[src/rtl/fpstk_pkg.sv]
`timescale 1ns/1ps
package fpstk_pkg;

  localparam logic [2:0] FORM_MEM      = 3'd0;
  localparam logic [2:0] FORM_TO_ST0   = 3'd1;
  localparam logic [2:0] FORM_TO_STI   = 3'd2;
  localparam logic [2:0] FORM_STI_POP  = 3'd3;
  localparam logic [2:0] FORM_NOARG    = 3'd4;

  typedef struct packed {
    logic need_sti;   // form reads ST(i)
    logic dst_sti;    // result goes to ST(i) rather than ST(0)
    logic pop;        // pop after the write
    logic fixed_one;  // index forced to 1
  } form_ctl_t;

  function automatic form_ctl_t decode_form(input logic [2:0] form);
    form_ctl_t c;
    c = '0;
    case (form)
      FORM_TO_ST0:  c.need_sti = 1'b1;
      FORM_TO_STI:  begin c.need_sti = 1'b1; c.dst_sti = 1'b1; end
      FORM_STI_POP: begin c.need_sti = 1'b1; c.dst_sti = 1'b1; c.pop = 1'b1; end
      FORM_NOARG:   begin c.need_sti = 1'b1; c.dst_sti = 1'b1; c.pop = 1'b1;
                          c.fixed_one = 1'b1; end
      default:      c = '0;
    endcase
    return c;
  endfunction

endpackage

[src/rtl/fpstk_decode.sv]
`timescale 1ns/1ps
module fpstk_decode
  import fpstk_pkg::*;
#(
  parameter int PTR_W = 3
) (
  input  logic [2:0]       form,
  input  logic [PTR_W-1:0] idx_in,
  output form_ctl_t        ctl,
  output logic [PTR_W-1:0] idx_eff
);

  always_comb begin
    ctl     = decode_form(form);
    idx_eff = ctl.fixed_one ? PTR_W'(1) : idx_in;
  end

  always_comb begin
    if (form == FORM_NOARG) begin
      p_noarg_shape_r3: assert (ctl.pop && ctl.dst_sti && idx_eff == PTR_W'(1));
    end
  end

endmodule

[src/rtl/fpstk_regs.sv]
`timescale 1ns/1ps
module fpstk_regs #(
  parameter int DATA_W = 80,
  parameter int PTR_W  = 3
) (
  input  logic                      clk,
  input  logic                      rst_n,
  input  logic [PTR_W-1:0]          top,
  input  logic [PTR_W-1:0]          rd_a_phys,
  input  logic [PTR_W-1:0]          rd_b_phys,
  output logic [DATA_W-1:0]         rd_a,
  output logic [DATA_W-1:0]         rd_b,
  output logic                      tag_a,
  output logic                      tag_b,
  input  logic                      wr_en,
  input  logic [PTR_W-1:0]          wr_phys,
  input  logic [DATA_W-1:0]         wr_data,
  input  logic                      pop_en,
  input  logic                      tl_en,
  input  logic [PTR_W-1:0]          tl_phys,
  input  logic [DATA_W-1:0]         tl_data,
  output logic [(1<<PTR_W)-1:0]     tags
);

  localparam int DEPTH = 1 << PTR_W;

  logic [DEPTH-1:0][DATA_W-1:0] mem;
  logic [DEPTH-1:0]             tag_q;

  always_ff @(posedge clk or negedge rst_n) begin
    if (!rst_n) begin
      mem   <= '0;
      tag_q <= '0;
    end else begin
      for (int k = 0; k < DEPTH; k++) begin
        if (tl_en && tl_phys == PTR_W'(k)) begin
          mem[k]   <= tl_data;
          tag_q[k] <= 1'b1;
        end else begin
          if (wr_en && wr_phys == PTR_W'(k)) mem[k] <= wr_data;
          if (pop_en && top == PTR_W'(k))    tag_q[k] <= 1'b0;
        end
      end
    end
  end

  assign rd_a  = mem[rd_a_phys];
  assign rd_b  = mem[rd_b_phys];
  assign tag_a = tag_q[rd_a_phys];
  assign tag_b = tag_q[rd_b_phys];
  assign tags  = tag_q;

  p_pop_clear_r4: assert property (@(posedge clk) disable iff (!rst_n)
    (pop_en && !(tl_en && tl_phys == top)) |=> !tag_q[$past(top)]);

  p_write_lands_r5: assert property (@(posedge clk) disable iff (!rst_n)
    (wr_en && !tl_en) |=> mem[$past(wr_phys)] == $past(wr_data));

endmodule

[src/rtl/fpstk_mul_regfile.sv]
`timescale 1ns/1ps
module fpstk_mul_regfile
  import fpstk_pkg::*;
#(
  parameter int DATA_W = 80,
  parameter int PTR_W  = 3
) (
  input  logic                  clk,
  input  logic                  rst_n,
  input  logic                  op_valid,
  input  logic [2:0]            op_form,
  input  logic [PTR_W-1:0]      op_idx,
  input  logic [DATA_W-1:0]     op_result,
  input  logic                  op_round_up,
  input  logic                  tl_en,
  input  logic [PTR_W-1:0]      tl_phys,
  input  logic [DATA_W-1:0]     tl_data,
  output logic [DATA_W-1:0]     opnd_a,
  output logic [DATA_W-1:0]     opnd_b,
  output logic                  uf_flag,
  output logic                  c1_flag,
  output logic [PTR_W-1:0]      top_ptr,
  output logic [(1<<PTR_W)-1:0] tag_valid
);

  localparam int DEPTH = 1 << PTR_W;

  form_ctl_t          ctl;
  logic [PTR_W-1:0]   idx_eff;
  logic [PTR_W-1:0]   top_q;
  logic [PTR_W-1:0]   phys_a, phys_b, wr_phys;
  logic [DATA_W-1:0]  rd_a, rd_b;
  logic               tag_a, tag_b;
  logic [DEPTH-1:0]   tags;
  logic               uf_ev, commit_ev, fault_ev, pop_en;
  logic               uf_q, c1_q;

  fpstk_decode #(.PTR_W(PTR_W)) u_dec (
    .form    (op_form),
    .idx_in  (op_idx),
    .ctl     (ctl),
    .idx_eff (idx_eff)
  );

  assign phys_a    = top_q;
  assign phys_b    = top_q + idx_eff;   // wraps modulo DEPTH
  assign uf_ev     = !tag_a || (ctl.need_sti && !tag_b);
  assign commit_ev = op_valid && !uf_ev;
  assign fault_ev  = op_valid && uf_ev;
  assign pop_en    = commit_ev && ctl.pop;
  assign wr_phys   = ctl.dst_sti ? phys_b : phys_a;

  fpstk_regs #(.DATA_W(DATA_W), .PTR_W(PTR_W)) u_regs (
    .clk       (clk),
    .rst_n     (rst_n),
    .top       (top_q),
    .rd_a_phys (phys_a),
    .rd_b_phys (phys_b),
    .rd_a      (rd_a),
    .rd_b      (rd_b),
    .tag_a     (tag_a),
    .tag_b     (tag_b),
    .wr_en     (commit_ev),
    .wr_phys   (wr_phys),
    .wr_data   (op_result),
    .pop_en    (pop_en),
    .tl_en     (tl_en),
    .tl_phys   (tl_phys),
    .tl_data   (tl_data),
    .tags      (tags)
  );

  always_ff @(posedge clk or negedge rst_n) begin
    if (!rst_n) begin
      top_q <= '0;
      uf_q  <= 1'b0;
      c1_q  <= 1'b0;
    end else begin
      if (pop_en) top_q <= top_q + PTR_W'(1);
      uf_q <= fault_ev;
      if (op_valid) c1_q <= commit_ev ? op_round_up : 1'b0;
    end
  end

  assign opnd_a    = rd_a;
  assign opnd_b    = ctl.need_sti ? rd_b : '0;
  assign uf_flag   = uf_q;
  assign c1_flag   = c1_q;
  assign top_ptr   = top_q;
  assign tag_valid = tags;

  p_pop_top_r4: assert property (@(posedge clk) disable iff (!rst_n)
    pop_en |=> top_q == PTR_W'($past(top_q) + PTR_W'(1)));

  p_uf_hold_r9: assert property (@(posedge clk) disable iff (!rst_n)
    (fault_ev && !tl_en) |=> (top_q == $past(top_q)) && (tags == $past(tags)));

  p_uf_flag_r9: assert property (@(posedge clk) disable iff (!rst_n)
    fault_ev |=> uf_q && !c1_q);

  p_c1_hold_r10: assert property (@(posedge clk) disable iff (!rst_n)
    !op_valid |=> $stable(c1_q));

endmodule

[config.mk]
export PLATFORM = sky130hd
export DESIGN_NAME = fpstk_mul_regfile
export DESIGN_NICKNAME = d
export VERILOG_FILES = /design/src/rtl/fpstk_pkg.sv /design/src/rtl/fpstk_decode.sv /design/src/rtl/fpstk_regs.sv /design/src/rtl/fpstk_mul_regfile.sv
export SDC_FILE = /design/constraint.sdc
export NUM_CORES = 2
export LEC_CHECK = 0
export BUFFER_PORTS_ARGS = -buffer_cell sky130_fd_sc_hd__buf_4
export CAP_MARGIN = 40
export CORE_ASPECT_RATIO = 1.1
export CORE_UTILIZATION = 46
export CTS_CLUSTER_DIAMETER = 100
export DETAILED_ROUTE_END_ITERATION = 10
export HOLD_SLACK_MARGIN = 0.15
export SLEW_MARGIN = 30
export SYNTH_ARGS = -nofsm -noshare
export SYNTH_HDL_FRONTEND = slang
export SYNTH_SLANG_ARGS = --single-unit
[constraint.sdc]
create_clock -name clk -period 4.58 [get_ports clk]
set_clock_uncertainty 0.05 [all_clocks]
set_input_delay 0.458 -clock clk [delete_from_list [all_inputs] [get_ports clk]]
set_output_delay 0.458 -clock clk [all_outputs]
set_load 0.005 [all_outputs]
# Word level (Yosys, flattened, before mapping)
# Index checks and enable logic that the tools add are counted.
# totals
in_bits	174
output_inout_bits	173
reg_bits	653
# op_classes
muxes	48
magnitude_cmp	2
n_reduce_logical	54
addsub	2
n_eq_ne	25
# op_table
operator	n
two-way mux 80 bit	19
binary-select mux 80 bit (select 3 bit)	2
equality test 3 bit (second input constant)	13
nonzero test 2 bit	16
logical AND 1 bit	28
equality test 3 x 2 -> 1 bit (second input constant)	8
two-way mux 1 bit	23
equality test 3 x 1 -> 1 bit (second input constant)	4
zero test 3 bit	3
< comparator 3 x 4 -> 1 bit (second input constant)	2
binary-select mux 1 bit (select 3 bit)	2
two-way mux 3 bit	2
OR reduction 4 bit	1
adder 3 x 1 -> 3 bit (second input constant)	1
adder 3 bit	1
zero test 1 bit	3
OR reduction 3 bit	1
OR reduction 2 bit	1
logical OR 1 bit	1

# Logic depth before layout (Yosys ltp)
# depth
word_depth	15
mapped_depth	15
ltp_nobuf	11

# Modules after synthesis
# A second synthesis with hierarchy kept.
# unflattened
cells_unflattened	3681
area_unflattened_um2	40834.2
# modules_own_cells
module	area_per_inst_um2	seq_area_each_um2	instances	cells_each
fpstk_regs	39890.8	16215.6	1	3558
fpstk_mul_regfile	873.3	125.1	1	114
fpstk_decode	70.1	0.0	1	9

# Worst setup path before layout
# Ideal clock, no wire load.
# synth_path
path_kind	flip-flop to output port
from	register top_q[1] (netlist: top_ptr[1])
to	output opnd_b[68]
path_stages_with_launch	15
slack_ns	0.240
arrival_ns	3.832
required_ns	4.072
cell_sequence	dfrtp_1 -> buf_2 -> clkbuf_1 -> buf_1 -> clkbuf_1 -> inv_1 -> fa_1 -> xor2_1 -> and3_4 -> or2_2 -> clkbuf_1 -> clkbuf_1 -> buf_1 -> nand2_1 -> a21oi_1
# synth_between
elab_chain_len	4
# synth_rtl
element	line_no	rtl
start, declared	fpstk_mul_regfile.sv:30	logic [PTR_W-1:0] top_q;
start signal, assigned	fpstk_mul_regfile.sv:79	if (pop_en) top_q <= top_q + PTR_W'(1);
adder 3 bit	fpstk_mul_regfile.sv:46	assign phys_b = top_q + idx_eff;
binary-select mux 80 bit (select 3 bit)	fpstk_regs.sv:48	assign rd_b = mem[rd_b_phys];
two-way mux 80 bit (not written as such)	fpstk_regs.sv:48	
two-way mux 80 bit	fpstk_mul_regfile.sv:86	assign opnd_b = ctl.need_sti ? rd_b : '0;
end, declared	fpstk_mul_regfile.sv:19	output logic [DATA_W-1:0] opnd_b,
# No other way between the ends. The select of a mux whose other input is x is not followed.

# Worst setup path after layout
# layout_path
from	input op_form[1]
to	output opnd_b[79]
# layout_between
elab_chain_len	7
elab_cells_between_ends	12
classes_between	1 x add/sub; 4 x eq/ne; 6 x mux; 1 x reduce/logical
# layout_rtl
element	line_no	rtl
start, declared	fpstk_mul_regfile.sv:11	input logic [2:0] op_form,
equality test 3 bit	-	
two-way mux 1 bit	fpstk_pkg.sv:20	case (form)
two-way mux 3 bit	fpstk_decode.sv:15	idx_eff = ctl.fixed_one ? PTR_W'(1) : idx_in;
adder 3 bit	fpstk_mul_regfile.sv:46	
binary-select mux 80 bit (select 3 bit)	fpstk_regs.sv:48	
two-way mux 80 bit (not written as such)	fpstk_regs.sv:48	
two-way mux 80 bit (*)	fpstk_mul_regfile.sv:86	
# Every way passes the cells marked *; elsewhere a longest branch is shown, timed or not. The select of a mux whose other input is x is not followed.

==> impl_metrics.py <==
metrics = {
    "run_status": {
        "status": "completed",
    },
    "floorplanning": {
        "die_w_um": 287.2,
        "initial_utilization": 0.4661,
        "ioPinCount": 347,
        "rows": 114,
        "chipHeight_um": 315.7,
        "coreArea_sq_mm": 0.08829,
        "dieArea_sq_mm": 0.09066,
    },
    "power_and_ir_drop": {
        "power.leakage_nw": 19.49,
        "powerDensity_mw_per_mm2": 774.8,
        "power_mw": 37.93,
        "peakVddDrop_mv": 0.6405,
    },
    "clock_tree": {
        "cts_tree": "built",
        "clockBufferDepth": 3,
        "htreeDepth": 3,
        "cts_setup_buffers": 0,
        "root_buffer": "clkbuf_16",
        "insertion_delay_ps": 640,
        "cts.sinks": 653,
        "cts_made_buffers": 78,
        "clkSlewWorstSetupHoldPaths_ps": 60,
    },
    "placed_design": {
        "numPlacedInstances": 4429,
        "port_buffers": 346,
        "gp_congestion": 0.8470,
        "hpwl_mm": 82.73,
    },
    "global_route": {
        "grt_overflow": 0,
        "grt_pass1_vias": 32900,
        "grt_antenna_before_repair": 12,
        "grt_usage": 0.3183,
        "grt_max_degree": 125,
        "grt_pass1_wl_mm": 216.1,
    },
    "sta": {
        "relSlewSlack": 0.3462,
        "slew_violations": 0,
        "finalHoldViolCount": 0,
        "tns_ps": 0,
        "finalSetupViolCount": 0,
        "fmax_mhz": 228.7,
        "worst_pin_slew_ps": 980.6,
        "min_period_ps": 4373,
        "rsz0062_at_grt": "no",
        "period_share": 0.9548,
    },
    "worst_setup_path": {
        "worstPathArrival_ps": 3860,
        "crit_top_cell": "buf_4",
        "cp_cell_sequence": "buf_4 > or3b_4 > nand2b_1 > ha_4 > inv_1 > fa_4 > buf_4 > mux4_2 > nand2_1 > a21oi_1 > buf_4",
        "crit_family": "adder cells",
        "path_buf_inv": 4,
        "crit_type": "in -> out",
        "crit_required_ps": 4070,
        "critPathLaunchType": "input pin",
        "path_max_fanout": 39,
        "critPathSlowestCell": "fa_4",
        "slowest_delay_ps": 880,
        "cp-end-kind": "output port",
    },
    "synthesis": {
        "synth_enable_flop_cells": 0,
        "netlist_area_sq_mm": 0.04115,
        "synth_warnings": 0,
        "async_reset_ff_frac": 1.000,
        "yosysSeqAreaShare": 0.3971,
        "syn_area_per_cell_sq_um": 13.20,
        "synthTopCellsByArea": "dfrtp_1 40%, mux2_2 22%, mux4_2 18%",
        "synth.largest_area_cell": "dfrtp_1",
        "ys_types": 49,
        "synth_cells": 3118,
        "ys_ff_latch": 653,
        "synth_top_area_frac": 0.3971,
        "syn_nets": 3300,
        "synth_flop_cell": "dfrtp_1",
    },
    "routing": {
        "drc": 0,
        "post_drt_wl_per_cell_um": 30.99,
        "via_count": 30960,
        "drtIter0Drc": 2863,
        "drt-total-wl_mm": 145.0,
        "viasPerCell": 6.616,
        "drtPass1Iterations": 5,
        "antenna_left": 0,
    },
    "final_layout": {
        "syn2layout_area_growth_pct": 18.96,
        "drive_above_1_share": 0.5127,
        "fin_nets": 3635,
        "most-common-layout-cells": "793 x mux2_2, 650 x dfrtp_1, 404 x nand2_1",
        "fin_cells": 4680,
        "final_common_cell": "mux2_2",
        "filler_cell_count": 7209,
        "final_core_util": 0.5544,
    },
    "job": {
        "max_cap_viol_count": 0,
    },
    "min_path": {
        "worstHoldPathType": "in -> reg",
    },
}
-- cell families after synthesis --
| kind of cell | share of synthesized area |
|---|---|
| XOR/XNOR | 0.0008515 |
| AO/OA/AOI/OAI | 0.05923 |
| AND/OR/NAND/NOR | 0.06860 |
| adder cells (fa/ha/maj) | 0.002615 |
| multiplexers | 0.4424 |
| flip-flops | 0.3971 |
| buffers and inverters | 0.02919 |
-- final timing paths --
check	startpoint	to	slack, ps	cells after the start
setup / recovery	op_form[1]	opnd_b[79]	210	11
hold / removal	tl_data[58]	u_regs.mem[298]$_DFFE_PN0P_	180	3
setup reg to reg	top_ptr[0]$_DFFE_PN0P_	u_regs.mem[116]$_DFFE_PN0P_	380	12
hold reg to reg	u_regs.mem[541]$_DFFE_PN0P_	u_regs.mem[541]$_DFFE_PN0P_	470	1
max in group asynchronous	rst_n	u_regs.mem[288]$_DFFE_PN0P_	2790	3
min in group asynchronous	rst_n	u_regs.mem[323]$_DFFE_PN0P_	370	2
-- layer usage --
layer | GRT usage | part of all wire | routed length (um) | up-vias
met3 | 0.06190 | 0.078 | 11330 | 322
met4 | 0.1233 | 0.033 | 4784 | 10
met5 | 0 | 0.00043 | 63 | -
met2 | 0.5139 | 0.48 | 69820 | 1596
li1 | - | - | - | 12550
met1 | 0.4242 | 0.41 | 59040 | 16490
-- through the flow --
stage	hold slack [ps]	cell area (sq um)	setup WS [ps]
2_1_floorplan	112.4	41150	239.8
3_3_place_gp	432.8	45220	182.3
3_5_place_dp	444.6	45280	74.07
4_1_cts	150.3	48920	264.8
5_1_grt	171.9	48950	162.8
6_report	179.4	48950	207.0
-- cells in the mapped netlist, drive strengths merged, types with 3 or more instances --
cell,count
a21oi,85
nand2,404
nor2b,5
nor2,12
dfrtp,653
nor3,4
or2,3
mux2,962
nand3,6
o31ai,4
ha,7
mux4,322
nor3b,3
buf,111
clkbuf,165
a31oi,4
a41oi,4
inv,7
mux2i,6
o221a,160
nand2b,165
o21ai,3
-- what timing repair did --
action,CTS,global route
setup endpoints to repair,0,0
hold buffers,102,0
endpoints found under the hold margin,264,0
resized for setup,0,0
-- cell type report --
type                            instances  area, sq um  share of cell area
Antenna cell                            9        22.52           0.0004601
Clock buffer                          111         2320             0.04739
Clock inverter                         27        297.8            0.006083
Inverter                                7        31.28           0.0006390
Multi-Input combinational cell       2182        23770              0.4855
Sequential cell                       653        16350              0.3340
Tap cell                             1160         1451             0.02965
Timing Repair Buffer                  531         4712             0.09626
-- power by group --
part / internal, mW / switching [mW]
sequential: 8.74 / 2.50
clock: 3.81 / 2.64
combinational: 11.0 / 9.19
-- sequential cells by signal, summed over array words and instances (netlist names) --
name         flops
u_regs.tags      8
u_regs.mem     640
c1_flag          1
top_ptr          3
uf_flag          1
-- worst reg2reg max path: cells and delay by family, from the launching register on --
family                   cells  cell delay (ps)
AND/OR/NAND/NOR              2              490
buffers and inverters        4             1120
flip-flops                   1              450
multiplexers                 1              340
adder cells (fa/ha/maj)      2             1020
AO/OA/AOI/OAI                3              610
(Power assumes the default switching activity.)
